File: config.mk
export PLATFORM = sky130hd
export DESIGN_NAME = intr_pin_combiner
export DESIGN_NICKNAME = d
export VERILOG_FILES = /design/src/rtl/intr_pkg.sv /design/src/rtl/intr_src_gate.sv /design/src/rtl/intr_release_timer.sv /design/src/rtl/intr_pin_fsm.sv /design/src/rtl/intr_pin_combiner.sv
export SDC_FILE = /design/constraint.sdc
export NUM_CORES = 1
export LEC_CHECK = 0
export CAP_MARGIN = 20
export CORE_MARGIN = 5
export CORE_UTILIZATION = 58
export DETAILED_ROUTE_END_ITERATION = 8
export PLACE_DENSITY = 0.85
export SKIP_CTS_REPAIR_TIMING = 1
export SYNTH_ARGS = -nofsm -noshare
export SYNTH_HDL_FRONTEND = slang
export SYNTH_SLANG_ARGS = --single-unit
File: constraint.sdc
create_clock -name clk -period 4.2 [get_ports clk]
set_clock_uncertainty 0.1 [all_clocks]
set_input_delay 0.84 -clock clk [delete_from_list [all_inputs] [get_ports clk]]
set_output_delay 0.84 -clock clk [all_outputs]
set_load 0.01 [all_outputs]
File: src/rtl/intr_pkg.sv
package intr_pkg;

    localparam int unsigned NUM_SRC = 4;

    typedef enum logic [1:0] {
        PS_IDLE    = 2'd0,
        PS_ASSERT  = 2'd1,
        PS_RELEASE = 2'd2
    } pin_state_e;

    typedef struct packed {
        logic any_active;
        logic some_dropped;
    } src_summary_t;

    // Release length in cycles, never below one.
    function automatic int unsigned release_cycles(input longint unsigned freq_hz,
                                                   input longint unsigned rel_us);
        longint unsigned cyc;
        cyc = ((freq_hz / 64'd1000) * rel_us) / 64'd1000;
        if (cyc == 64'd0) cyc = 64'd1;
        return int'(cyc[31:0]);
    endfunction

endpackage

File: src/rtl/intr_src_gate.sv
module intr_src_gate
    import intr_pkg::*;
#(
    parameter int unsigned NSRC = NUM_SRC
) (
    input  logic            clk,
    input  logic            rst,
    input  logic [NSRC-1:0] flag,
    input  logic [NSRC-1:0] en,
    output src_summary_t    summary
);
    logic [NSRC-1:0] act;
    logic [NSRC-1:0] act_q;
    logic [NSRC-1:0] drop;

    for (genvar i = 0; i < NSRC; i++) begin : g_src
        assign act[i]  = flag[i] & en[i];
        assign drop[i] = act_q[i] & ~act[i];
        always_ff @(posedge clk) begin
            if (rst) act_q[i] <= 1'b0;
            else     act_q[i] <= act[i];
        end
    end

    assign summary.any_active   = |act;
    assign summary.some_dropped = |drop;
endmodule

File: src/rtl/intr_release_timer.sv
module intr_release_timer #(
    parameter int unsigned REL_CYC = 10000
) (
    input  logic clk,
    input  logic rst,
    input  logic start,
    input  logic cancel,
    output logic expire
);
    localparam int unsigned CW = (REL_CYC > 1) ? $clog2(REL_CYC) : 1;
    localparam logic [CW-1:0] LAST = CW'(REL_CYC - 1);

    logic [CW-1:0] cnt;
    logic          running;

    assign expire = running && (cnt == LAST);

    always_ff @(posedge clk) begin
        if (rst) begin
            running <= 1'b0;
            cnt     <= '0;
        end else if (start) begin
            running <= 1'b1;
            cnt     <= '0;
        end else if (cancel || expire) begin
            running <= 1'b0;
            cnt     <= '0;
        end else if (running) begin
            cnt <= cnt + 1'b1;
        end
    end
endmodule

File: src/rtl/intr_pin_fsm.sv
module intr_pin_fsm
    import intr_pkg::*;
(
    input  logic         clk,
    input  logic         rst,
    input  src_summary_t summary,
    input  logic         pulse_mode,
    input  logic         expire,
    output logic         tmr_start,
    output logic         tmr_cancel,
    output logic         releasing,
    output logic         pin_n
);
    pin_state_e st, nxt;

    always_comb begin
        nxt        = st;
        tmr_start  = 1'b0;
        tmr_cancel = 1'b0;
        unique case (st)
            PS_IDLE: begin
                if (summary.any_active) nxt = PS_ASSERT;
            end
            PS_ASSERT: begin
                if (!summary.any_active) begin
                    nxt = PS_IDLE;
                end else if (pulse_mode && summary.some_dropped) begin
                    nxt       = PS_RELEASE;
                    tmr_start = 1'b1;
                end
            end
            PS_RELEASE: begin
                if (!summary.any_active) begin
                    nxt        = PS_IDLE;
                    tmr_cancel = 1'b1;
                end else if (expire) begin
                    nxt = PS_ASSERT;
                end
            end
            default: nxt = PS_IDLE;
        endcase
    end

    always_ff @(posedge clk) begin
        if (rst) begin
            st    <= PS_IDLE;
            pin_n <= 1'b1;
        end else begin
            st    <= nxt;
            pin_n <= (nxt != PS_ASSERT);
        end
    end

    assign releasing = (st == PS_RELEASE);
endmodule

File: src/rtl/intr_pin_combiner.sv
module intr_pin_combiner
    import intr_pkg::*;
#(
    parameter longint unsigned CLK_FREQ_HZ = 200_000_000,
    parameter longint unsigned RELEASE_US  = 50
) (
    input  logic               clk,
    input  logic               rst,
    input  logic [NUM_SRC-1:0] src_flag,
    input  logic [NUM_SRC-1:0] src_en,
    input  logic               pulse_mode,
    output logic               irq_n
);
    localparam int unsigned REL_CYC = release_cycles(CLK_FREQ_HZ, RELEASE_US);

    src_summary_t summary;
    logic         expire, tmr_start, tmr_cancel, rel_busy;

    intr_src_gate #(.NSRC(NUM_SRC)) u_gate (
        .clk(clk), .rst(rst), .flag(src_flag), .en(src_en), .summary(summary)
    );

    intr_release_timer #(.REL_CYC(REL_CYC)) u_timer (
        .clk(clk), .rst(rst), .start(tmr_start), .cancel(tmr_cancel), .expire(expire)
    );

    intr_pin_fsm u_fsm (
        .clk(clk), .rst(rst), .summary(summary), .pulse_mode(pulse_mode),
        .expire(expire), .tmr_start(tmr_start), .tmr_cancel(tmr_cancel),
        .releasing(rel_busy), .pin_n(irq_n)
    );
endmodule

# After elaboration in Yosys (flattened, before gate mapping)
# Index checks and enable logic that the tools add are counted.
[op_classes]
add_sub_neg = 1
n_eq_ne = 4
muxes = 13
n_bitwise = 12
reduce_logical = 8
[ops]
columns = ["cell", "n"]
rows = [
  ["14-bit by 1-bit adder with 14-bit output, second input constant", 1],
  ["14-bit == test, second input constant", 1],
  ["2-bit two-way mux", 5],
  ["1-bit AND", 8],
  ["4-bit OR reduction", 2],
  ["1-bit two-way mux", 7],
  ["2-bit case mux with 3 select lines", 1],
  ["1-bit inverter", 4],
  ["3-bit OR reduction", 1],
  ["2-bit by 1-bit == test with 1-bit output, second input constant", 1],
  ["2-bit == test, second input constant", 1],
  ["1-bit logical AND", 2],
  ["2-bit logical NOT", 1],
  ["2-bit by 1-bit inequality test with 1-bit output, second input constant", 1],
  ["2-bit nonzero test", 1],
  ["1-bit logical OR", 1],
]
[word_totals]
reg_bits = 22
in_bits = 11
out_inout_bits = 1
wordCells = 46

# Longest topological paths before layout
[logic_depth]
ltp_word = 9
mapped_depth = 6
depth_no_buf = 5

# Modules after synthesis
# Synthesis repeated with hierarchy kept, for this count alone.
[hier_totals]
hier_cells = 111
area_unflattened_um2 = 980.9
[modules_own_cells]
columns = ["mod", "instances", "cells_per_inst", "area_each_um2", "seq_area_each_um2"]
rows = [
  ["intr_release_timer", 1, 78, 694.4, 300.3],
  ["intr_src_gate", 1, 17, 150.1, 80.1],
  ["intr_pin_fsm", 1, 16, 136.4, 60.1],
]

# Worst setup path after synthesis
# OpenSTA, ideal clock, no wires.
[synth_path]
path_type = "input -> register"
startpoint = "input src_flag[1]"
endpoint = "register u_timer.cnt[0]"
setup_ps = 78
arrival_ps = 1839
required_ps = 4022
path_slack_ps = 2184
path_stages = 5
n_path_buf = 1
cell_sequence = "nand2_1 -> and4_1 -> a311o_2 -> buf_6 -> nor3_1"
[synth_via]
elab_chain_cells = 9
elab_cells_between_ends = 13
classes_between = "mux (5); bitwise (3); reduce/logical (5)"
[synth_rtl]
columns = ["element", "line_no", "text"]
rows = [
  ["from (decl)", "intr_pin_combiner.sv:9", "input logic [NUM_SRC-1:0] src_flag,"],
  ["1-bit AND *", "intr_src_gate.sv:17", "assign act[i] = flag[i] & en[i];"],
  ["1-bit inverter", "intr_src_gate.sv:18", "assign drop[i] = act_q[i] & ~act[i];"],
  ["1-bit AND", "intr_src_gate.sv:18", ""],
  ["4-bit OR reduction", "intr_src_gate.sv:26", "assign summary.some_dropped = |drop;"],
  ["1-bit logical AND", "intr_pin_fsm.sv:27", "end else if (pulse_mode && summary.some_dropped) begin"],
  ["1-bit two-way mux", "intr_pin_fsm.sv:27", ""],
  ["1-bit two-way mux", "intr_pin_fsm.sv:25", "if (!summary.any_active) begin"],
  ["1-bit two-way mux", "intr_pin_fsm.sv:20", "unique case (st)"],
  ["3-bit OR reduction (no source line) *", "--", ""],
  ["to (signal assigned)", "intr_release_timer.sv:29", "cnt <= cnt + 1'b1;"],
  ["to (decl)", "intr_release_timer.sv:13", "logic [CW-1:0] cnt;"],
]
# Mark *: on every way between the ends. The rest lies on a longest branch, timed or not.
# A chain may end at the register's enable or synchronous reset.

# Final worst setup path
[layout_path]
startpoint = "input src_flag[0]"
endpoint = "register u_timer.cnt[0]"
# The elaborated chain is that of the path after synthesis.

==> results_dict.tcl <==
set metrics [dict create \
    switching_share_pct 22.2 \
    grt_pass1_vias 853 \
    syn_inst 109 \
    die_h_um 52.7 \
    power.density_nw_per_um2 307 \
    grt_pass1_wl_mm 3.42 \
    combPwrFrac_pct 8.3 \
    crit_path_start_kind "input pin" \
    rsz0062_at_grt "false" \
    cp_max_fo 15 \
    pwr-share-seq_pct 59.5 \
    yosys-mux-area-fraction_pct 0.947 \
    post-route-period-util_pct 59.3 \
    min_path_type "flop to flop" \
    worst_pin_slew_ns 0.906 \
    yosys_warnings 0 \
    p_leak_uw 0.000419 \
    area_growth_pct 11.7 \
    synth_flop_cell "dfxtp_1" \
    power.internal_uw 282 \
    r2r-end "u_timer.cnt[0]$_SDFFE_PP0P_" \
    syn-mean-instance-area_um2 9.70 \
    drt-pass1-iter-count 4 \
    endpoint_kind "flop" \
    syn_area_um2 1060 \
    start_util_pct 61.2 \
    core.rowCount 15 \
    pin_count 12 \
    clockBufferDepth 2 \
    fin_crit_ns 2.49 \
    timing.final.max_slew_violations 0 \
    register_area_um2 440 \
    drt-initial-drc-count 19 \
    drv_cap 0 \
    synth_seq_cells 22 \
    finalInstanceArea_um2 1180 \
    yosysSeqAreaShare_pct 41.7 \
    place_hpwl_mm 1.49 \
    yosys.area_share.adder_pct 1.18 \
    routed_via_density 5.78 \
    dieWidth_um 52.7 \
    htree_levels 1 \
    status "completed" \
    r2r_cells 4 \
    synth_top_family_by_area "simple AND/OR/NAND/NOR gates" \
    critical_path_arrival_ns 2.55 \
    power_frac_clock_pct 32.2 \
    totalWireLength_mm 2.03 \
    nets 131 \
    cts_tree "built" \
    root_buffer "clkbuf_4" \
    syn_nets 121 \
    fmax_ghz 0.401 \
    fin_tns_setup_ns 0 \
    holdCritStartpoint "u_timer.cnt[13]$_SDFFE_PP0P_" \
    antenna_cells 0 \
    place_area_um2 1140 \
    ir_drop_uv 245 \
    grt-ovfl-total 0 \
    synthArstFlopShare_pct 0 \
    port_buffers 11 \
    synth_compound_area_share_pct 12.3 \
    multi_input_area_um2 548 \
    hold-path-cell-count 2 \
    dieArea_um2 2780 \
    power_switching_uw 80.7 \
    gp_congestion 0.836 \
    path_class "input pin to flop" \
    fillers 145 \
    clkSlewWorstSetupHoldPaths_ns 0.12 \
    drive_gt1_share_pct 11.0 \
    layout_commonest_cell "dfxtp_1" \
    grt_max_degree 16 \
    layout_common_cells "dfxtp_1, nor3_1, clkdlybuf4s50_1" \
    antenna_found_initial 0 \
    finalHoldViolations 0 \
    reg2reg_slack_ns 2.33 \
    synth_edf_count 0 \
    relSlewSlack_pct 39.3 \
    synth_cell_types 36 \
    wire_per_inst_um 14.2 \
    cts-buffers-inserted 3 \
    final-setup-viol-count 0 \
    synth_xor_area_share_pct 9.11 \
    clkSinkCount 22 \
    core_um2 1730 \
    clk_latency_ns 0.31 \
    antenna_left 0 \
    vias 826 \
    grtUsageTotal_pct 17.1 \
    synthSimpleGateAreaFrac_pct 28.3 \
    cp.required_ns 4.26 \
    drc_errors 0 \
    whs_endpoint "u_timer.cnt[13]$_SDFFE_PP0P_" \
    reg2reg_from "u_gate.act_q[0]$_SDFF_PP0_" \
]
-- metal layers --
| metal | global-route usage, % | up-vias | part of all wire [%] |
|---|---|---|---|
| li1 | - | 412 | - |
| met1 | 15.5 | 395 | 40 |
| met2 | 33.5 | 14 | 54 |
| met3 | 3.42 | 5 | 3.4 |
| met4 | 10.6 | 0 | 2.1 |
| met5 | 0 | - | 0 |
-- flip-flops by register name, summed over array words and instances, names as in the netlist --
| register | flops |
|---|---|
| u_timer.cnt | 14 |
| u_gate.act_q | 4 |
| u_fsm.st | 2 |
| u_fsm.pin_n | 1 |
| u_timer.running | 1 |
-- area by class of cell --
| cell class | count | share of cell area [%] |
|---|---|---|
| inverters | 4 | 1.27 |
| flip-flops and latches | 22 | 37.3 |
| well taps | 25 | 2.65 |
| multi-input cells | 77 | 46.4 |
| clock buffers | 4 | 3.07 |
| repair buffers | 11 | 9.32 |
-- per-stage QoR --
step                util (%)  setup WS, ns  hold slack, ns  power [µW]  cells
floorplan                  -          2.18           0.380         236    109
global placement        66.3          1.42           0.398         249    139
detailed placement      66.3          1.37           0.420         250    139
CTS                     68.4          1.69           0.438         364    143
global route            68.4          1.50           0.465         377    143
finish                  68.4          1.71           0.434         363    143
-- synth_stat cells, drive strengths merged, types with 2 or more instances --
library cell | instances | share of area (%)
dfxtp | 22 | 42
nor3 | 12 | 6.2
nand2 | 11 | 4.6
nand4 | 7 | 4.1
xor2 | 7 | 5.8
buf | 5 | 4.7
nor2 | 5 | 1.8
a21boi | 4 | 2.8
and4 | 4 | 3.4
inv | 4 | 1.4
xnor2 | 4 | 3.3
and2 | 3 | 1.8
a211oi | 2 | 1.9
o41ai | 2 | 3.1
or4 | 2 | 1.8
-- how the worst max path moves through the flow --
stage                start                           end  slack [ns]
6_report       src_flag[0]   u_timer.cnt[0]$_SDFFE_PP0P_        1.71
5_1_grt        src_flag[0]   u_timer.cnt[0]$_SDFFE_PP0P_        1.50
4_1_cts        src_flag[3]   u_timer.cnt[0]$_SDFFE_PP0P_        1.69
3_5_place_dp   src_flag[3]   u_timer.cnt[8]$_SDFFE_PP0P_        1.37
3_3_place_gp   src_flag[0]  u_timer.cnt[10]$_SDFFE_PP0P_        1.42
2_1_floorplan  src_flag[1]   u_timer.cnt[0]$_SDFFE_PP0P_        2.18
-- cells by family (layout without fill, tap and decap cells) --
logic type                 Yosys count  after routing
muxes                                1              1
and+or+nand+nor                     50             50
DFF                                 22             22
xor gates and xnor gates            11             11
adders and majority gates            1              1
buffers and inverters               10             19
AOI/OAI and AO/OA                   14             14
-- power groups by stage --
stage                     Sequential [µW]  Combinational [µW]  Clock, µW
final                                 216                30.2        117
after global routing                  216                33.1        128
after CTS                             216                30.3        118
after detailed placement              220                29.9          0
after global placement                220                29.0          0
after floorplan                       220                16.4          0
-- worst max-delay path: stages --
cell	delay, ns
clkdlybuf4s50_1	0.41
a21boi_0	0.25
o41ai_2	0.16
nor3_2	0.75
nor3_1	0.14
(Power assumes the default switching activity.)
